## config.mk

```make
export PLATFORM = sky130hd
export DESIGN_NAME = prio_chan_intc
export DESIGN_NICKNAME = d
export VERILOG_FILES = /design/src/rtl/pcic_pkg.sv /design/src/rtl/pcic_ctrl.sv /design/src/rtl/pcic_resolver.sv /design/src/rtl/pcic_datapath.sv /design/src/rtl/prio_chan_intc.sv
export SDC_FILE = /design/constraint.sdc
export NUM_CORES = 2
export LEC_CHECK = 0
export CAP_MARGIN = 20
export CORE_MARGIN = 1.5
export CORE_UTILIZATION = 25
export CTS_CLUSTER_DIAMETER = 30
export DETAILED_ROUTE_END_ITERATION = 12
export PLACE_DENSITY = 0.4
export SETUP_SLACK_MARGIN = 0.15
export SLEW_MARGIN = 10
export SYNTH_ARGS = -nofsm -noshare
export SYNTH_HDL_FRONTEND = slang
export SYNTH_SLANG_ARGS = --single-unit
```

## constraint.sdc

```tcl
create_clock -name clk -period 73.3 [get_ports clk]
set_clock_uncertainty 0.15 [all_clocks]
set_input_delay 14.66 -clock clk [delete_from_list [all_inputs] [get_ports clk]]
set_output_delay 14.66 -clock clk [all_outputs]
set_load 0.02 [all_outputs]
```

## src/rtl/pcic_pkg.sv

```systemverilog
package pcic_pkg;
  localparam int IRQ_N = 32;
  localparam int CHAN_N = 32;
  localparam int FAST_CHANS = 2;
  localparam int HOST_N = 2;
  localparam int DATA_W = 32;
  localparam int ADDR_W = 6;
  localparam int IDX_W = $clog2(IRQ_N);
  localparam int BYTES_PER_MAP = 4;
  localparam int MAP_REGS = IRQ_N / BYTES_PER_MAP;
  localparam int MAP_SEL_W = $clog2(MAP_REGS);
  localparam logic [7:0] DEFAULT_CHAN = 8'h0F;

  localparam logic [ADDR_W-1:0] A_GLOBAL       = 6'h00;
  localparam logic [ADDR_W-1:0] A_PEND         = 6'h01;
  localparam logic [ADDR_W-1:0] A_PEND_CLR     = 6'h02;
  localparam logic [ADDR_W-1:0] A_PEND_IDX_CLR = 6'h03;
  localparam logic [ADDR_W-1:0] A_EN           = 6'h04;
  localparam logic [ADDR_W-1:0] A_EN_CLR       = 6'h05;
  localparam logic [ADDR_W-1:0] A_EN_IDX_SET   = 6'h06;
  localparam logic [ADDR_W-1:0] A_EN_IDX_CLR   = 6'h07;
  localparam logic [ADDR_W-1:0] A_HOST         = 6'h08;
  localparam logic [ADDR_W-1:0] A_HOST_IDX_SET = 6'h09;
  localparam logic [ADDR_W-1:0] A_HOST_IDX_CLR = 6'h0A;
  localparam logic [ADDR_W-1:0] A_SENSE        = 6'h0B;
  localparam logic [ADDR_W-1:0] A_MODE         = 6'h0C;
  localparam logic [ADDR_W-1:0] A_WIN_FAST     = 6'h0D;
  localparam logic [ADDR_W-1:0] A_WIN_NORM     = 6'h0E;
  localparam logic [ADDR_W-1:0] A_MAP_BASE     = 6'h10;

  typedef enum logic [3:0] {
    RS_ZERO, RS_GLOBAL, RS_PEND, RS_EN, RS_HOST, RS_SENSE, RS_MODE,
    RS_WIN_FAST, RS_WIN_NORM, RS_MAP
  } rd_sel_e;

  typedef struct packed {
    logic                 rdEn;
    rd_sel_e              rdSel;
    logic                 wrGlobal;
    logic                 wrPendClr;
    logic                 wrPendIdxClr;
    logic                 wrEnClr;
    logic                 wrEnIdxSet;
    logic                 wrEnIdxClr;
    logic                 wrHostSet;
    logic                 wrHostClr;
    logic                 wrSense;
    logic                 wrMode;
    logic                 wrMap;
    logic [MAP_SEL_W-1:0] mapSel;
    logic [DATA_W-1:0]    wdata;
  } strobe_t;

  function automatic int hostLo(int h);
    return (h == 0) ? 0 : FAST_CHANS;
  endfunction

  function automatic int hostHi(int h);
    return (h == 0) ? FAST_CHANS : CHAN_N;
  endfunction
endpackage

```

## src/rtl/pcic_ctrl.sv

```systemverilog
module pcic_ctrl
  import pcic_pkg::*;
(
  input  logic              rdEn,
  input  logic              wrEn,
  input  logic [ADDR_W-1:0] addr,
  input  logic [DATA_W-1:0] wdata,
  output strobe_t           strb
);
  localparam logic [ADDR_W-1:0] MAP_END = A_MAP_BASE + ADDR_W'(MAP_REGS);

  logic             inMap;
  logic [ADDR_W-1:0] mapOff;

  assign inMap  = (addr >= A_MAP_BASE) && (addr < MAP_END);
  assign mapOff = addr - A_MAP_BASE;

  always_comb begin
    strb = '0;
    strb.rdEn  = rdEn;
    strb.wdata = wdata;
    strb.mapSel = mapOff[MAP_SEL_W-1:0];
    strb.rdSel = RS_ZERO;
    if (inMap) begin
      strb.rdSel = RS_MAP;
      strb.wrMap = wrEn;
    end else begin
      case (addr)
        A_GLOBAL:       begin strb.rdSel = RS_GLOBAL; strb.wrGlobal = wrEn; end
        A_PEND:         strb.rdSel = RS_PEND;
        A_PEND_CLR:     strb.wrPendClr = wrEn;
        A_PEND_IDX_CLR: strb.wrPendIdxClr = wrEn;
        A_EN:           strb.rdSel = RS_EN;
        A_EN_CLR:       strb.wrEnClr = wrEn;
        A_EN_IDX_SET:   strb.wrEnIdxSet = wrEn;
        A_EN_IDX_CLR:   strb.wrEnIdxClr = wrEn;
        A_HOST:         strb.rdSel = RS_HOST;
        A_HOST_IDX_SET: strb.wrHostSet = wrEn;
        A_HOST_IDX_CLR: strb.wrHostClr = wrEn;
        A_SENSE:        begin strb.rdSel = RS_SENSE; strb.wrSense = wrEn; end
        A_MODE:         begin strb.rdSel = RS_MODE; strb.wrMode = wrEn; end
        A_WIN_FAST:     strb.rdSel = RS_WIN_FAST;
        A_WIN_NORM:     strb.rdSel = RS_WIN_NORM;
        default:        strb.rdSel = RS_ZERO;
      endcase
    end
  end
endmodule

```

## src/rtl/pcic_resolver.sv

```systemverilog
module pcic_resolver
  import pcic_pkg::*;
#(
  parameter int LO_CHAN = 0,
  parameter int HI_CHAN = FAST_CHANS
) (
  input  logic [IRQ_N-1:0]      pending,
  input  logic [IRQ_N-1:0][7:0] chanMap,
  output logic                  hit,
  output logic [IDX_W-1:0]      winIdx
);
  int bestChan;

  // Scan from the top line down so an equal channel hands the win to the lower line.
  always_comb begin
    hit = 1'b0;
    winIdx = '0;
    bestChan = CHAN_N;
    for (int i = IRQ_N - 1; i >= 0; i--) begin
      if (pending[i] && (int'(chanMap[i]) >= LO_CHAN) && (int'(chanMap[i]) < HI_CHAN)
          && (int'(chanMap[i]) <= bestChan)) begin
        hit = 1'b1;
        winIdx = IDX_W'(i);
        bestChan = int'(chanMap[i]);
      end
    end
  end
endmodule

```

## src/rtl/pcic_datapath.sv

```systemverilog
module pcic_datapath
  import pcic_pkg::*;
(
  input  logic              clk,
  input  logic              rstN,
  input  strobe_t           strb,
  input  logic [IRQ_N-1:0]  irqIn,
  output logic [DATA_W-1:0] rdata,
  output logic [HOST_N-1:0] hostIrq
);
  logic [IRQ_N-1:0]      pendReg, enReg, senseReg, modeReg, inPrev;
  logic [IRQ_N-1:0][7:0] chanMap;
  logic [HOST_N-1:0]     hostEn;
  logic                  globalEn;

  logic [IRQ_N-1:0] activeLvl, edgeHit, capture, clrMask, idxOneHot, pending;
  logic [IDX_W-1:0] wIdx;
  logic             idxOk, hostIdxOk;

  assign wIdx      = strb.wdata[IDX_W-1:0];
  assign idxOk     = (strb.wdata >> IDX_W) == '0;
  assign hostIdxOk = strb.wdata < DATA_W'(HOST_N);
  assign idxOneHot = {{(IRQ_N-1){1'b0}}, 1'b1} << wIdx;

  // Capture: an input at its active level, or a fresh move onto it.
  assign activeLvl = ~(irqIn ^ senseReg);
  assign edgeHit   = (irqIn ^ inPrev) & activeLvl;
  assign capture   = (modeReg & edgeHit) | (~modeReg & activeLvl);

  assign clrMask = (strb.wrPendClr ? strb.wdata[IRQ_N-1:0] : '0)
                 | ((strb.wrPendIdxClr && idxOk) ? idxOneHot : '0);

  always_ff @(posedge clk or negedge rstN) begin
    if (!rstN) begin
      pendReg <= '0;
      inPrev  <= '0;
    end else begin
      inPrev  <= irqIn;
      pendReg <= (pendReg & ~clrMask) | capture;
    end
  end

  always_ff @(posedge clk or negedge rstN) begin
    if (!rstN) begin
      enReg    <= '0;
      senseReg <= '0;
      modeReg  <= '0;
      globalEn <= 1'b0;
      hostEn   <= '0;
    end else begin
      if (strb.wrEnClr)              enReg <= enReg & ~strb.wdata[IRQ_N-1:0];
      if (strb.wrEnIdxSet && idxOk)  enReg <= enReg | idxOneHot;
      if (strb.wrEnIdxClr && idxOk)  enReg <= enReg & ~idxOneHot;
      if (strb.wrSense)              senseReg <= strb.wdata[IRQ_N-1:0];
      if (strb.wrMode)               modeReg <= strb.wdata[IRQ_N-1:0];
      if (strb.wrGlobal)             globalEn <= strb.wdata[0];
      if (strb.wrHostSet && hostIdxOk) hostEn[strb.wdata[0]] <= 1'b1;
      if (strb.wrHostClr && hostIdxOk) hostEn[strb.wdata[0]] <= 1'b0;
    end
  end

  // Channel table: one byte per line, four lines per word.
  always_ff @(posedge clk or negedge rstN) begin
    if (!rstN) begin
      for (int i = 0; i < IRQ_N; i++) chanMap[i] <= DEFAULT_CHAN;
    end else if (strb.wrMap) begin
      for (int b = 0; b < BYTES_PER_MAP; b++)
        chanMap[int'(strb.mapSel) * BYTES_PER_MAP + b] <= strb.wdata[8*b +: 8];
    end
  end

  assign pending = pendReg & enReg;

  logic [HOST_N-1:0]            hostHit;
  logic [HOST_N-1:0][IDX_W-1:0] hostIdx;
  logic [HOST_N-1:0][DATA_W-1:0] winWord;

  for (genvar h = 0; h < HOST_N; h++) begin : g_host
    pcic_resolver #(
      .LO_CHAN(hostLo(h)),
      .HI_CHAN(hostHi(h))
    ) u_res (
      .pending(pending),
      .chanMap(chanMap),
      .hit    (hostHit[h]),
      .winIdx (hostIdx[h])
    );
    assign winWord[h] = {~hostHit[h], {(DATA_W-1-IDX_W){1'b0}}, hostIdx[h]};
    assign hostIrq[h] = globalEn & hostEn[h] & hostHit[h];
  end

  logic [DATA_W-1:0] rdMux;
  always_comb begin
    case (strb.rdSel)
      RS_GLOBAL:   rdMux = DATA_W'(globalEn);
      RS_PEND:     rdMux = DATA_W'(pendReg);
      RS_EN:       rdMux = DATA_W'(enReg);
      RS_HOST:     rdMux = DATA_W'(hostEn);
      RS_SENSE:    rdMux = DATA_W'(senseReg);
      RS_MODE:     rdMux = DATA_W'(modeReg);
      RS_WIN_FAST: rdMux = winWord[0];
      RS_WIN_NORM: rdMux = winWord[1];
      RS_MAP:      rdMux = {chanMap[int'(strb.mapSel) * BYTES_PER_MAP + 3],
                            chanMap[int'(strb.mapSel) * BYTES_PER_MAP + 2],
                            chanMap[int'(strb.mapSel) * BYTES_PER_MAP + 1],
                            chanMap[int'(strb.mapSel) * BYTES_PER_MAP]};
      default:     rdMux = '0;
    endcase
  end

  always_ff @(posedge clk or negedge rstN) begin
    if (!rstN) rdata <= '0;
    else if (strb.rdEn) rdata <= rdMux;
  end

  assert_en_single_R2: assert property (@(posedge clk) disable iff (!rstN)
    (strb.wrEnIdxSet || strb.wrEnIdxClr) |=> $countones(enReg ^ $past(enReg)) <= 1);

  assert_pend_single_R3: assert property (@(posedge clk) disable iff (!rstN)
    strb.wrPendIdxClr |=> $countones($past(pendReg) & ~pendReg) <= 1);

  assert_edge_needs_change_R6: assert property (@(posedge clk) disable iff (!rstN)
    ((pendReg & ~$past(pendReg) & $past(modeReg) & ~($past(irqIn) ^ $past(inPrev))) == '0));

  assert_winner_pending_R11: assert property (@(posedge clk) disable iff (!rstN)
    hostHit[0] |-> pending[hostIdx[0]]);

  assert_quiet_without_global_R10: assert property (@(posedge clk) disable iff (!rstN)
    !globalEn |-> (hostIrq == '0));
endmodule

```

## src/rtl/prio_chan_intc.sv

```systemverilog
module prio_chan_intc
  import pcic_pkg::*;
(
  input  logic              clk,
  input  logic              rstN,
  input  logic              rdEn,
  input  logic              wrEn,
  input  logic [ADDR_W-1:0] addr,
  input  logic [DATA_W-1:0] wdata,
  output logic [DATA_W-1:0] rdata,
  input  logic [IRQ_N-1:0]  irqIn,
  output logic              fastIrq,
  output logic              normIrq
);
  strobe_t           strb;
  logic [HOST_N-1:0] hostIrq;

  pcic_ctrl u_ctrl (
    .rdEn (rdEn),
    .wrEn (wrEn),
    .addr (addr),
    .wdata(wdata),
    .strb (strb)
  );

  pcic_datapath u_dp (
    .clk    (clk),
    .rstN   (rstN),
    .strb   (strb),
    .irqIn  (irqIn),
    .rdata  (rdata),
    .hostIrq(hostIrq)
  );

  assign fastIrq = hostIrq[0];
  assign normIrq = hostIrq[1];
endmodule

```

### Word-level counts from Yosys, hierarchy flattened

Cells that the tools add are included.

| storage, ports and cells | value |
|---|---|
| input bits | 74 |
| register bits | 451 |
| logic and storage cells | 678 |
| latch bits | 0 |
| memory bits (writable) | 0 |
| ROM bits | 0 |
| memories kept | 0 |
| output and inout bits | 34 |

| operators by class | value |
|---|---|
| multiplexer cells | 237 |
| $add $sub $neg | 4 |
| bitwise operators | 27 |
| equality and inequality tests | 23 |
| multiply operators | 0 |
| divide/modulo/power cells | 0 |
| magnitude comparators | 172 |
| shift-type cells | 1 |
| reductions and logical operators | 174 |

Operators by type and width:

| cell | count |
|---|---|
| 9-bit by 32-bit <= comparator with 1-bit output | 62 |
| 32-bit two-way mux | 55 |
| 256-bit bitwise mux | 4 |
| 5-bit two-way mux | 64 |
| 32-bit one-hot mux with 9 select lines | 1 |
| 8-bit by 2-bit >= comparator with 1-bit output (second input constant) | 32 |
| 8-bit by 2-bit < comparator with 1-bit output (second input constant) | 32 |
| 8-bit by 6-bit < comparator with 1-bit output (second input constant) | 32 |
| 32-bit AND | 7 |
| 8-bit two-way mux | 23 |
| 1-bit logical AND | 171 |
| 32-bit NOT | 5 |
| 32-bit bitwise OR | 4 |
| 8-bit binary-select mux with 5-bit select | 3 |
| 8-bit demux with 5-bit select | 3 |
| 32-bit by 1-bit >= comparator with 1-bit output (second input constant) | 3 |
| 32-bit by 7-bit < comparator with 1-bit output (second input constant) | 3 |
| 1-bit two-way mux | 76 |
| 32-bit bitwise XOR | 2 |
| 6-bit by 4-bit equality test with 1-bit output (second input constant) | 7 |
| 32-bit logical NOT | 1 |
| 32-bit by 2-bit < comparator with 1-bit output (second input constant) | 1 |
| 4-bit one-hot mux with 8 select lines | 1 |
| 1-bit by 5-bit << shifter with 32-bit output (first input constant) | 1 |
| other kinds (30) | 45 |

### Depth between registers and ports, before layout

| logic depth | value |
|---|---|
| depth in word-level cells | 100 |
| mapped depth | 290 |
| gate-level depth less buffers | 268 |

### Modules after synthesis

Synthesis repeated with hierarchy kept, for this count alone.

| unflattened totals | value |
|---|---|
| cells, all modules | 4,067 |
| area total of the unflattened synthesis | 39,745.6 um2 |

By module, submodules not included:

| module | area an instance (um2) | cells each | sequential area each (um2) | instances |
|---|---|---|---|---|
| pcic_datapath | 21,511.9 | 1,610 | 11,446.0 | 1 |
| pcic_resolver (u_dp.g_host[1].u_res) | 10,097.2 | 1,401 | 0.0 | 1 |
| pcic_resolver (u_dp.g_host[0].u_res) | 7,618.6 | 985 | 0.0 | 1 |
| pcic_ctrl | 518.0 | 71 | 0.0 | 1 |

### Least setup slack after synthesis

Ideal clock, no wire load.

| timing | value |
|---|---|
| path kind | register to output |
| start | register u_dp.chanMap[254] (netlist name) |
| end | output port normIrq |
| path buffers | 27 |
| cell stages (with the launch flop) | 265 |
| slack | 6.365 ns |
| required time | 58.490 ns |
| arrival time | 52.125 ns |
| path through | dfrtp_1 nor4_2 nor2b_1 and2_1 ha_1 nand4_1 nor2_1 a211o_1 and3_1 clkbuf_1 a21o_1 ha_1 and3_1 nand4_1 a211o_1 nor2_1 clkbuf_1 mux2_2 (+229 left out) o21a_1 o21ai_0 nand2b_1 a21oi_1 o21ai_0 a211oi_1 clkbuf_1 o21ai_0 a21oi_1 ha_1 nor2b_1 o21a_1 o21a_1 o21a_1 o21bai_1 a22oi_1 or3_1 a31oi_1 |

| on the way | value |
|---|---|
| cells in the longest elaborated chain, start to end | 99 |
| elaborated cells between the ends (all ways) | 132 |
| those cells by class | order compare: 34; mux: 63; bitwise: 1; reduce/logical: 34 |

RTL lines:

| item | RTL line | RTL |
|---|---|---|
| from (decl) | pcic_datapath.sv:12 | `logic [IRQ_N-1:0][7:0] chanMap;` |
| from (signal, indexed assignment) | pcic_datapath.sv:68 | `chanMap[int'(strb.mapSel) * BYTES_PER_MAP + b] <= strb.wdata[8*b +: 8];` |
| 8-bit by 2-bit >= comparator with 1-bit output | pcic_resolver.sv:20 | `if (pending[i] && (int'(chanMap[i]) >= LO_CHAN) && (int'(chanMap[i]) < HI_CHAN)` |
| 1-bit logical AND (2 in series) | pcic_resolver.sv:20 |  |
| 1-bit logical AND | pcic_resolver.sv:21 | `&& (int'(chanMap[i]) <= bestChan)) begin` |
| 8-bit two-way mux | pcic_resolver.sv:20 |  |
| 9-bit by 32-bit <= comparator with 1-bit output | pcic_resolver.sv:21 |  |
| 1-bit logical AND | pcic_resolver.sv:21 |  |
| 32-bit two-way mux | pcic_resolver.sv:20 |  |
| 9-bit by 32-bit <= comparator with 1-bit output | pcic_resolver.sv:21 |  |
| (+82 left out) | -- |  |
| 32-bit two-way mux | pcic_resolver.sv:20 |  |
| 9-bit by 32-bit <= comparator with 1-bit output | pcic_resolver.sv:21 |  |
| 1-bit logical AND | pcic_resolver.sv:21 |  |
| 32-bit two-way mux | pcic_resolver.sv:20 |  |
| 9-bit by 32-bit <= comparator with 1-bit output | pcic_resolver.sv:21 |  |
| 1-bit logical AND | pcic_resolver.sv:21 |  |
| 1-bit two-way mux * | pcic_resolver.sv:20 |  |
| 1-bit AND * | pcic_datapath.sv:89 | `assign hostIrq[h] = globalEn & hostEn[h] & hostHit[h];` |
| to (decl) | prio_chan_intc.sv:13 | `output logic normIrq` |

Every way passes the cells marked *; elsewhere a longest branch is shown, timed or not.

### Worst setup path in the final report

| timing | value |
|---|---|
| start | register u_dp.pendReg[31] |
| end | output port normIrq |

| on the way | value |
|---|---|
| cells in the longest elaborated chain, start to end | 99 |
| elaborated cells between the ends (all ways) | 130 |
| those cells by class | order compare: 31; mux: 63; bitwise: 2; reduce/logical: 34 |

RTL lines:

| item | RTL line | RTL |
|---|---|---|
| from (decl) | pcic_datapath.sv:11 | `logic [IRQ_N-1:0] pendReg, enReg, senseReg, modeReg, inPrev;` |
| from (signal assigned) | pcic_datapath.sv:39 | `pendReg <= (pendReg & ~clrMask) \| capture;` |
| 32-bit AND * | pcic_datapath.sv:72 | `assign pending = pendReg & enReg;` |
| 1-bit logical AND * (2 in series) | pcic_resolver.sv:20 |  |
| 1-bit logical AND * | pcic_resolver.sv:21 |  |
| 8-bit two-way mux | pcic_resolver.sv:20 |  |
| 9-bit by 32-bit <= comparator with 1-bit output | pcic_resolver.sv:21 |  |
| 1-bit logical AND | pcic_resolver.sv:21 |  |
| 32-bit two-way mux | pcic_resolver.sv:20 |  |
| 9-bit by 32-bit <= comparator with 1-bit output | pcic_resolver.sv:21 |  |
| (+82 left out) | -- |  |
| 32-bit two-way mux | pcic_resolver.sv:20 |  |
| 9-bit by 32-bit <= comparator with 1-bit output | pcic_resolver.sv:21 |  |
| 1-bit logical AND | pcic_resolver.sv:21 |  |
| 32-bit two-way mux | pcic_resolver.sv:20 |  |
| 9-bit by 32-bit <= comparator with 1-bit output | pcic_resolver.sv:21 |  |
| 1-bit logical AND | pcic_resolver.sv:21 |  |
| 1-bit two-way mux * | pcic_resolver.sv:20 |  |
| 1-bit AND * | pcic_datapath.sv:89 |  |

Marks and branches as above.

==> results.sh <==
export IMPL_run_status="finished, final reports clean"
export IMPL_via_count=35300
export IMPL_fin_cells=6374
export IMPL_cp_slowest_cell="or4b_1"
export IMPL_crit_fanout=18
export IMPL_cts_root_buf="clkbuf_16"
export IMPL_chipWidth_microns=390
export IMPL_fin_crit_sh_pct=94.7
export IMPL_critPathLaunch="u_dp.pendReg[31]$_DFF_PN0_"
export IMPL_r2r_start="u_dp.pendReg[31]$_DFF_PN0_"
export IMPL_htreeDepth=4
export IMPL_r2r_end="u_dp.rdata[2]$_DFFE_PN0P_"
export IMPL_comb_power_share_pct=16.8
export IMPL_slowest_delay_ps=600
export IMPL_worst_pin_slew_ps=1130
export IMPL_fin_crit_ps=69450
export IMPL_grt_usage_pct=24.8
export IMPL_synth_ff_type="dfrtp_1"
export IMPL_port_buffers=107
export IMPL_worstPathArrival_ps=54640
export IMPL_fin_nets=4882
export IMPL_ant_nets=0
export IMPL_drt_iter0_drc=3263
export IMPL_hpwlAfterDp_microns=145000
export IMPL_cts_sink_count=451
export IMPL_reg2reg_slack_ps=18110
export IMPL_core_area_sq_um=148000
export IMPL_drtPass1Iterations=7
export IMPL_cp_common_cell="ha_1"
export IMPL_start_util_pct=25.3
export IMPL_cts_clk_slew_worst_paths_ps=40
export IMPL_drv_cap=0
export IMPL_p_total_uw=1170
export IMPL_syn_inst=3912
export IMPL_max_freq_mhz=14.4
export IMPL_grt_max_degree=76
export IMPL_final_max_slew_viol_count=0
export IMPL_swShare_pct=31.6
export IMPL_fp_dieH_microns=390
export IMPL_r2r_cells=261
export IMPL_synthDistinctLibCells=91
export IMPL_stdcell_area_sq_um=47200
export IMPL_p_switching_uw=370
export IMPL_numCtsBuffers=137
export IMPL_grt_pass1_vias=34400
export IMPL_avgSynthCellArea_sq_um=9.57
export IMPL_p_int_uw=800
export IMPL_power_frac_seq_pct=30.2
export IMPL_syn_to_final_growth_pct=26.0
export IMPL_fill_cells=15400
export IMPL_cts_tree="done"
export IMPL_grt_pass1_wl_microns=268000
export IMPL_io_pins=108
export IMPL_min_from="u_dp.rdata[8]$_DFFE_PN0P_"
export IMPL_clock_latency_ps=770
export IMPL_grt_setup_unrepaired="false"
export IMPL_hold_path_class="register to register"
export IMPL_grt_overflow=0
export IMPL_clockPowerShare_pct=53.0
export IMPL_dpl_worst_slack_ps=70.9
export IMPL_place_gp_congestion=0.944
export IMPL_antenna_found_initial=20
export IMPL_start_kind="register"
export IMPL_viasPerCell=5.54
export IMPL_hold_end="u_dp.rdata[8]$_DFFE_PN0P_"
export IMPL_holdPathStages=1
export IMPL_ys_warn_count=0
export IMPL_slew_headroom_pct=23.7
export IMPL_peakVddDrop_v=0.0000235
export IMPL_placed_cells=6113
export IMPL_drive_gt1_share_pct=21.9
export IMPL_die_area_sq_um=152000
export IMPL_path_class="register to output pin"
export IMPL_setup_violations_final=0
export IMPL_powerDensity_nw_per_um2=24.8
export IMPL_post_drt_wl_per_cell_microns=30.0
export IMPL_setup_ws_ps=3850
export IMPL_leakage_uw=0.0212
export IMPL_core_rowCount=141
export IMPL_synth_area_sq_um=37400
export IMPL_final_hold_viol_count=0
export IMPL_worstSetupEndpointType="output pin"
export IMPL_fin_setup_tns_ps=0
export IMPL_wl_microns=191000
export IMPL_ys_seq_area_share_pct=30.6
export IMPL_route_detailed_drc=0
export IMPL_synth_edf_count=0
export IMPL_synth_async_reset_ratio_pct=100
export IMPL_synth_seq_cells=451
export IMPL_cp_required_ps=58490
export IMPL_postPlaceCellArea_sq_um=42000
export IMPL_clockBufferDepth=3
-- cells in the final DEF, fill, tap and decap left out, drive strengths merged, types with 23 or more instances in the layout --
cell,Yosys,layout
a21o,73,73
clkinv,1,32
mux4,64,64
a211oi,30,30
o211ai,48,48
o21a,83,83
mux2i,70,70
nand3,108,108
a21oi,222,222
and3,42,42
nand4,66,66
mux2,311,311
o2111ai,33,33
or2,25,25
buf,30,118
nand2,347,347
nand2b,80,80
o311ai,43,43
dfstp,128,128
o31ai,25,25
dfrtp,323,323
or3,23,23
a222oi,27,27
nor3,79,79
nor2,205,205
conb,1,233
a31oi,49,49
clkdlybuf4s50,0,99
or4,28,28
o21ai,183,183
nor2b,93,93
clkbuf,143,187
inv,119,125
nor4,60,60
ha,481,481
-- synthesized netlist by cell type (10+ instances only) --
cell type / number / area, sq um
a311oi_1: 11 / 96.3
o2111ai_1: 33 / 289
a31oi_1: 49 / 307
nand4b_1: 12 / 105
a211o_1: 18 / 158
or4_1: 27 / 203
nand3_1: 108 / 541
dfrtp_1: 323 / 8080
o21ai_0: 178 / 891
a222oi_1: 27 / 270
and2_1: 16 / 100
o311ai_0: 41 / 359
o211ai_1: 48 / 360
mux2_2: 311 / 3500
a211oi_1: 29 / 218
and4_1: 15 / 131
buf_1: 28 / 105
nor2b_1: 93 / 582
nand4_1: 66 / 413
nand2b_1: 80 / 500
ha_1: 481 / 6020
a21boi_0: 18 / 135
nor4_1: 55 / 344
or2_2: 24 / 150
and3_1: 42 / 263
a22oi_1: 14 / 105
nand2_1: 347 / 1300
clkbuf_1: 143 / 537
or3_1: 21 / 131
nor2_1: 204 / 766
o22ai_1: 17 / 106
a221oi_1: 18 / 158
o21a_1: 83 / 623
dfstp_2: 128 / 3360
a21o_1: 73 / 548
inv_1: 116 / 435
mux2i_1: 70 / 701
xnor2_1: 11 / 96.3
o31ai_1: 25 / 188
a21oi_1: 222 / 1110
nor3_1: 78 / 390
o21bai_1: 10 / 75.1
mux4_2: 63 / 1420
-- cells by family after synthesis --
kind of cell / Yosys count / synth area share, %
AND/OR/NAND/NOR: 1222 / 16.7
AO/OA/AOI/OAI: 1007 / 18.3
adder cells (fa/ha/maj): 481 / 16.1
flip-flops: 451 / 30.6
multiplexers: 445 / 15.1
buffers and inverters: 293 / 2.94
XOR/XNOR: 12 / 0.281
other: 1 / 0.0100
-- worst max path at each step --
| stage | endpoint | depth (start not counted) | slack [ps] |
|---|---|---|---|
| final | normIrq | 259 | 3850 |
| after global placement | normIrq | 262 | 720 |
| after floorplan | normIrq | 264 | 6360 |
| after CTS | normIrq | 262 | 300 |
| after detailed placement | normIrq | 259 | 70 |
| after global routing | normIrq | 264 | 100 |
-- metal layers --
metal,vias up,wire length [microns],GRT usage (%)
li1,15700,-,-
met1,18000,83900,32.7
met2,1266,87500,40.0
met3,324,11400,4.20
met4,6,8260,10.4
met5,-,41,0
-- power by group through the flow --
| stage | logic [uW] | registers [uW] | clock network (uW) |
|---|---|---|---|
| final | 196 | 354 | 620 |
| after global routing | 219 | 355 | 643 |
| after global placement | 193 | 356 | 0 |
| after CTS | 195 | 352 | 628 |
| after floorplan | 125 | 315 | 0 |
| after detailed placement | 194 | 356 | 0 |
-- flip-flops by register name, summed over array words and instances (netlist names) --
name           flops
u_dp.enReg        32
u_dp.inPrev       32
u_dp.hostEn        2
u_dp.globalEn      1
u_dp.chanMap     256
u_dp.pendReg      32
u_dp.rdata        32
u_dp.modeReg      32
u_dp.senseReg     32
-- what timing repair did --
action	4_1_cts	5_1_grt
pin swaps	0	5
setup buffers	0	5
setup endpoints to repair	1	1
resized for setup	8	68
hold buffers	0	0
-- cell type report --
| cell class | count | area, sq um | area share, % |
|---|---|---|---|
| multi-input cells | 3400 | 26100 | 55.4 |
| flip-flops and latches | 451 | 11400 | 24.3 |
| well taps | 1930 | 2410 | 5.12 |
| inverters | 120 | 450 | 0.955 |
| repair buffers | 217 | 1880 | 3.98 |
| clock buffers | 187 | 3870 | 8.19 |
| clock inverters | 63 | 992 | 2.10 |
| diodes | 6 | 15.0 | 0.0318 |
-- worst max-delay path: cells and delay by family, from the launching register on --
kind / cells / cell delay, ps
flops: 1 / 360
simple gates: 88 / 17740
mux: 9 / 2750
fa+ha+maj: 31 / 8470
compound gates: 108 / 20470
buf+inv: 23 / 3910
-- metrics by stage --
step	util, %	hold WS, ps
2_1_floorplan	-	316
3_3_place_gp	28.3	313
3_5_place_dp	28.3	320
4_1_cts	31.6	330
5_1_grt	31.8	341
6_report	31.8	324
No activity file was read; power rests on OpenSTA's default activity.
